**config.mk**
```make
export PLATFORM = sky130hd
export DESIGN_NAME = timebase_wdog
export DESIGN_NICKNAME = d
export VERILOG_FILES = /design/src/rtl/timebase_wdog_pkg.sv /design/src/rtl/tbw_divider.sv /design/src/rtl/tbw_watchdog.sv /design/src/rtl/timebase_wdog.sv
export SDC_FILE = /design/constraint.sdc
export NUM_CORES = 1
export LEC_CHECK = 0
export BUFFER_PORTS_ARGS = -buffer_cell sky130_fd_sc_hd__buf_2
export CAP_MARGIN = 5
export CORE_MARGIN = 4
export CORE_UTILIZATION = 44
export CTS_BUF_LIST = sky130_fd_sc_hd__clkbuf_16
export CTS_CLUSTER_DIAMETER = 30
export DETAILED_ROUTE_END_ITERATION = 6
export GPL_TIMING_DRIVEN = 0
export PLACE_DENSITY = 0.72
export SLEW_MARGIN = 20
export SYNTH_ARGS = -nofsm -noshare
export SYNTH_HDL_FRONTEND = slang
export SYNTH_SLANG_ARGS = --single-unit
```
**constraint.sdc**
```tcl
create_clock -name clk -period 2.9 [get_ports clk]
set_clock_uncertainty 0.05 [all_clocks]
set_input_delay 0.29 -clock clk [delete_from_list [all_inputs] [get_ports clk]]
set_output_delay 0.29 -clock clk [all_outputs]
set_load 0.05 [all_outputs]
```
**src/rtl/timebase_wdog_pkg.sv**
```systemverilog
package timebase_wdog_pkg;

  // Watchdog interval in PH10 falls for each selector value.
  function automatic int unsigned wdt_span(input int unsigned sel);
    case (sel)
      0:       return 8;
      1:       return 64;
      default: return 512;
    endcase
  endfunction

  // Width needed to hold a count of 0 .. span-1.
  function automatic int unsigned wdt_count_width(input int unsigned span);
    return (span <= 2) ? 1 : $clog2(span);
  endfunction

endpackage

```
**src/rtl/tbw_divider.sv**
```systemverilog
module tbw_divider #(
  parameter int unsigned STAGES    = 15,
  parameter int unsigned CLR_FIRST = 11,  // first clearable stage, 1-based
  parameter int unsigned WAKE_STG  = 14,  // stage whose fall wakes the core
  parameter int unsigned TICK_STG  = 10   // stage whose fall ticks the watchdog
) (
  input  logic              clk,
  input  logic              rst_n,
  input  logic              clr_upper,
  output logic [STAGES-1:0] taps,
  output logic              wake_fall,
  output logic              tick_fall
);
  localparam int unsigned CLR_LO = CLR_FIRST - 1;
  localparam int unsigned WAKE_B = WAKE_STG - 1;
  localparam int unsigned TICK_B = TICK_STG - 1;

  logic [STAGES-1:0] carry;  // stage input about to fall
  logic [STAGES-1:0] nxt;

  assign carry[0] = 1'b1;

  for (genvar i = 0; i < STAGES; i++) begin : g_stage
    if (i < STAGES - 1) begin : g_chain
      assign carry[i+1] = carry[i] & taps[i];
    end
    if (i >= CLR_LO) begin : g_upper
      assign nxt[i] = clr_upper ? 1'b0 : (taps[i] ^ carry[i]);
    end else begin : g_lower
      assign nxt[i] = taps[i] ^ carry[i];
    end
  end

  assign wake_fall = taps[WAKE_B] & ~nxt[WAKE_B];
  assign tick_fall = taps[TICK_B] & ~nxt[TICK_B];

  always_ff @(posedge clk or negedge rst_n) begin
    if (!rst_n) taps <= '0;
    else        taps <= nxt;
  end

  a_r1_advance: assert property (@(posedge clk) disable iff (!rst_n)
    !clr_upper |=> taps == STAGES'($past(taps) + 1'b1));

  a_r2_upper_low: assert property (@(posedge clk) disable iff (!rst_n)
    clr_upper |=> (taps[STAGES-1:CLR_LO] == '0) &&
                  (taps[CLR_LO-1:0] == CLR_LO'($past(taps[CLR_LO-1:0]) + 1'b1)));

endmodule

```
**src/rtl/tbw_watchdog.sv**
```systemverilog
module tbw_watchdog
  import timebase_wdog_pkg::*;
#(
  parameter int unsigned SPAN = 8
) (
  input  logic clk,
  input  logic rst_n,
  input  logic ext_rst,
  input  logic tick,
  input  logic en_set,
  input  logic en_clr,
  input  logic kick,
  output logic en,
  output logic req
);
  localparam int unsigned CW = wdt_count_width(SPAN);
  localparam logic [CW-1:0] LAST = CW'(SPAN - 1);

  logic [CW-1:0] cnt;
  logic          restart;   // count forced to zero this cycle
  logic          overflow;  // firing event

  assign restart  = ext_rst | en_clr | kick | ~en;
  assign overflow = ~restart & tick & (cnt == LAST);

  always_ff @(posedge clk or negedge rst_n) begin
    if (!rst_n) begin
      en  <= 1'b0;
      cnt <= '0;
      req <= 1'b0;
    end else begin
      req <= overflow;
      if (ext_rst)     en <= 1'b0;
      else if (en_clr) en <= 1'b0;
      else if (en_set) en <= 1'b1;
      if (restart || overflow) cnt <= '0;
      else if (tick)           cnt <= cnt + CW'(1);
    end
  end

  a_r5_req_single: assert property (@(posedge clk) disable iff (!rst_n)
    req |=> !req);

  a_r6_req_needs_en: assert property (@(posedge clk) disable iff (!rst_n)
    req |-> en);

  a_r6_idle_zero: assert property (@(posedge clk) disable iff (!rst_n)
    !en |-> cnt == '0);

  a_r7_kick_zero: assert property (@(posedge clk) disable iff (!rst_n)
    kick |=> cnt == '0);

  a_r8_flag_survives: assert property (@(posedge clk) disable iff (!rst_n)
    overflow |=> en && req);

  a_r4_count_bound: assert property (@(posedge clk) disable iff (!rst_n)
    cnt <= LAST);

endmodule

```
**src/rtl/timebase_wdog.sv**
```systemverilog
module timebase_wdog
  import timebase_wdog_pkg::*;
#(
  parameter int unsigned STAGES    = 15,
  parameter int unsigned CLR_FIRST = 11,
  parameter int unsigned WAKE_STG  = 14,
  parameter int unsigned TICK_STG  = 10,
  parameter int unsigned WDT_SEL   = 0
) (
  input  logic              clk,
  input  logic              rst_n,
  input  logic              ext_rst,
  input  logic              clr_upper,
  input  logic              wdt_en_set,
  input  logic              wdt_en_clr,
  input  logic              wdt_kick,
  output logic [STAGES-1:0] taps,
  output logic              halt_wake,
  output logic              wdt_req,
  output logic              wdt_en
);
  localparam int unsigned SPAN   = wdt_span(WDT_SEL);
  localparam int unsigned WAKE_B = WAKE_STG - 1;

  logic div_clr;
  logic wake_fall;
  logic tick_fall;

  assign div_clr = clr_upper | ext_rst;

  tbw_divider #(
    .STAGES(STAGES), .CLR_FIRST(CLR_FIRST),
    .WAKE_STG(WAKE_STG), .TICK_STG(TICK_STG)
  ) u_div (
    .clk(clk), .rst_n(rst_n), .clr_upper(div_clr),
    .taps(taps), .wake_fall(wake_fall), .tick_fall(tick_fall)
  );

  always_ff @(posedge clk or negedge rst_n) begin
    if (!rst_n) halt_wake <= 1'b0;
    else        halt_wake <= wake_fall;
  end

  tbw_watchdog #(.SPAN(SPAN)) u_wdt (
    .clk(clk), .rst_n(rst_n), .ext_rst(ext_rst), .tick(tick_fall),
    .en_set(wdt_en_set), .en_clr(wdt_en_clr), .kick(wdt_kick),
    .en(wdt_en), .req(wdt_req)
  );

  a_r3_wake_on_fall: assert property (@(posedge clk) disable iff (!rst_n)
    halt_wake |-> !taps[WAKE_B] && $past(taps[WAKE_B]));

  a_r3_fall_gives_wake: assert property (@(posedge clk) disable iff (!rst_n)
    wake_fall |=> halt_wake);

endmodule

```
==> results_dict.tcl <==
set metrics [dict create \
    cp.required_ns 3.02 \
    worstSetupPathType "flip-flop to flip-flop" \
    grt_usage_pct 15.9 \
    antenna_left 0 \
    worstSetupEndpoint "u_div.taps[14]$_DFF_PN0_" \
    numPortBuffers 24 \
    ys_top_cells_by_area "dfrtp_1, ha_1, and2_1" \
    layout_common_cells "buf_2, dfrtp_1, ha_4" \
    power_frac_comb_pct 2.9 \
    path_max_fanout 5 \
    via_count 558 \
    rsz0062_at_grt "yes" \
    tritoncts "built" \
    dp_hpwl_um 1370 \
    p_per_area_nw_per_um2 464 \
    hold_path_class "input port to flip-flop" \
    overflow 0 \
    vdd_drop_max_mv 0.340 \
    setup_violations 1 \
    post-place-ws_ns 0.0345 \
    finalHoldViolations 0 \
    setup_ws_ns -0.00534 \
    fin_util_pct 72.4 \
    power.share.sequential_pct 49.1 \
    cpPeakStageDelay_ns 0.43 \
    cts_buffers 3 \
    fin_area_um2 1290 \
    synth_seq_cells 21 \
    worstReg2RegEnd "u_div.taps[14]$_DFF_PN0_" \
    cp_slowest_cell "dfrtp_2" \
    slew_viol_final 0 \
    syn2layout_area_growth_pct 51.1 \
    ys_types 14 \
    syn_nets 81 \
    p_int_mw 0.484 \
    dr.pass1.iters 2 \
    max_clock_freq_mhz 344 \
    dieArea_um2 2710 \
    core_um2 1780 \
    die_x_um 52.1 \
    die_h_um 52.1 \
    drc 0 \
    placed_area_um2 1170 \
    pin_count 25 \
    antenna_found_initial 0 \
    max_cap_viol_count 0 \
    nNetsFinal 113 \
    floorplan.initialDensity_pct 47.9 \
    leakage_nw 0.619 \
    startpoint_type "flip-flop" \
    grt_pass1_vias 666 \
    cp_data_arrival_time_ns 3.02 \
    pwr-share-clk_pct 47.9 \
    timing.rr.start "u_div.taps[0]$_DFF_PN0_" \
    r2r_setup_slack_ns -0.005 \
    grt_max_degree 22 \
    critPathMostFrequentCell "ha_4" \
    clock_path_buffers 2 \
    min_period_ns 2.91 \
    drt_iter0_markers 4 \
    grt_pass1_wl_um 3000 \
    total_power_mw 0.599 \
    diodes 0 \
    yosysSeqAreaShare_pct 61.5 \
    yosysTopAreaCellShare_pct 61.5 \
    wl_um 1800 \
    power_switching_mw 0.115 \
    synth_largest_area_cell "dfrtp_1" \
    syn_avg_cell_area_um2 14.5 \
    slew_headroom_pct 69.3 \
    wire_per_inst_um 15.7 \
    path_clk_slew_ns 0.06 \
    p_sw_share_pct 19.3 \
    clk_latency_ns 0.25 \
    htree_levels 1 \
    failed_checks "setup timing" \
    r2r_cells 15 \
    path_cells "ha_4 -> ha_4 -> ha_4 -> ha_4 -> ha_4 -> ha_4 -> ha_4 -> ha_4 -> ha_4 -> ha_4 -> ha_4 -> ha_4 -> ha_4 -> xnor2_2 -> nor3_2" \
    viasPerCell 4.85 \
    yosysWarnings 0 \
    ctsRootBufferMaster "clkbuf_16" \
    nFillCells 117 \
    setup.worst_path.start "u_div.taps[0]$_DFF_PN0_" \
    worstSetupEndpointType "flip-flop" \
    num_rows 15 \
    status "complete, but fails checks" \
    final_common_cell "buf_2" \
    worst_pin_slew_ns 0.461 \
    final_layout_size_suffix_gt1_share_pct 55.6 \
    post-route-period-util_pct 100 \
    place.gp.congestion 0.615 \
    syn_area_um2 855 \
    netlist_instances 59 \
    cts.sinks 21 \
]
==> through the flow <==
step	hold slack, ns	TNS [ns]	cells
after CTS	0.156	0	113
after floorplan	-0.0556	-0.0212	59
after detailed placement	0.217	0	108
after global placement	0.220	0	108
final	0.168	-0.00534	115
after global routing	0.162	-0.0742	115
==> how the worst min path moves through the flow <==
stage	from	to	slack (ns)	depth (start not counted)
2_1_floorplan	rst_n	halt_wake$_DFF_PN0_	-0.06	0
3_3_place_gp	rst_n	u_div.taps[7]$_DFF_PN0_	0.22	1
3_5_place_dp	rst_n	u_div.taps[7]$_DFF_PN0_	0.22	1
4_1_cts	clr_upper	u_div.taps[14]$_DFF_PN0_	0.16	2
5_1_grt	clr_upper	u_div.taps[14]$_DFF_PN0_	0.16	2
6_report	clr_upper	u_div.taps[14]$_DFF_PN0_	0.17	2
==> flip-flops by register name, summed over array words and instances, names as in the netlist <==
register    count
halt_wake       1
u_wdt.cnt       3
u_div.taps     15
u_wdt.en        1
u_wdt.req       1
==> power by group through the flow <==
stage | clock network [mW] | registers [mW] | logic, mW
2_1_floorplan | 0 | 0.302 | 0.00191
3_3_place_gp | 0 | 0.299 | 0.0157
3_5_place_dp | 0 | 0.300 | 0.0163
4_1_cts | 0.294 | 0.294 | 0.0176
5_1_grt | 0.310 | 0.294 | 0.0198
6_report | 0.287 | 0.294 | 0.0176
==> Yosys cell counts, drive strengths merged <==
library cell / count
a21boi: 1
a21oi: 3
and2: 4
dfrtp: 21
ha: 15
inv: 1
nand2: 1
nand2b: 3
nand3b: 2
nor2: 3
nor3: 2
or3b: 1
or4b: 1
xnor2: 1
==> layout make-up <==
class | count | area, um^2 | share of cell area (%)
sequential | 21 | 528 | 40.9
inverter | 1 | 3.75 | 0.291
multi-input combinational | 37 | 503 | 39.0
clock buffer | 3 | 75.1 | 5.81
timing repair buffer | 27 | 145 | 11.2
clock inverter | 1 | 5.00 | 0.388
tap | 25 | 31.3 | 2.42
==> worst max-delay path, delay by kind of cell (launching register included) <==
kind | cells | cell delay [ns]
adders and majority gates | 13 | 2.01
xor gates and xnor gates | 1 | 0.13
and+or+nand+nor | 1 | 0.17
DFF | 1 | 0.43
==> kinds of logic (layout without fill, tap and decap cells) <==
logic type                 count (synthesis)  in the layout  share of synthesized area (%)
adders and majority gates                 15             15                           22.0
xor gates and xnor gates                   1              1                           1.03
AOI/OAI and AO/OA                          4              4                           2.64
and+or+nand+nor                           17             17                           12.4
DFF                                       21             21                           61.5
buffers and inverters                      1             32                          0.439
==> repair_timing <==
item,4_1_cts,5_1_grt
endpoints found under the setup margin,0,3
buffers inserted,0,2
endpoints found under the hold margin,21,0
gates resized for setup,0,4
hold buffers,1,0
==> routing by layer <==
| layer | track usage, % | share of wire (%) |
|---|---|---|
| met1 | 14.5 | 35 |
| met2 | 31.4 | 58 |
| met3 | 3.15 | 4.1 |
| met5 | 0 | 0 |
| met4 | 9.17 | 2.6 |
Note: power is estimated with default switching activity, not from simulation.
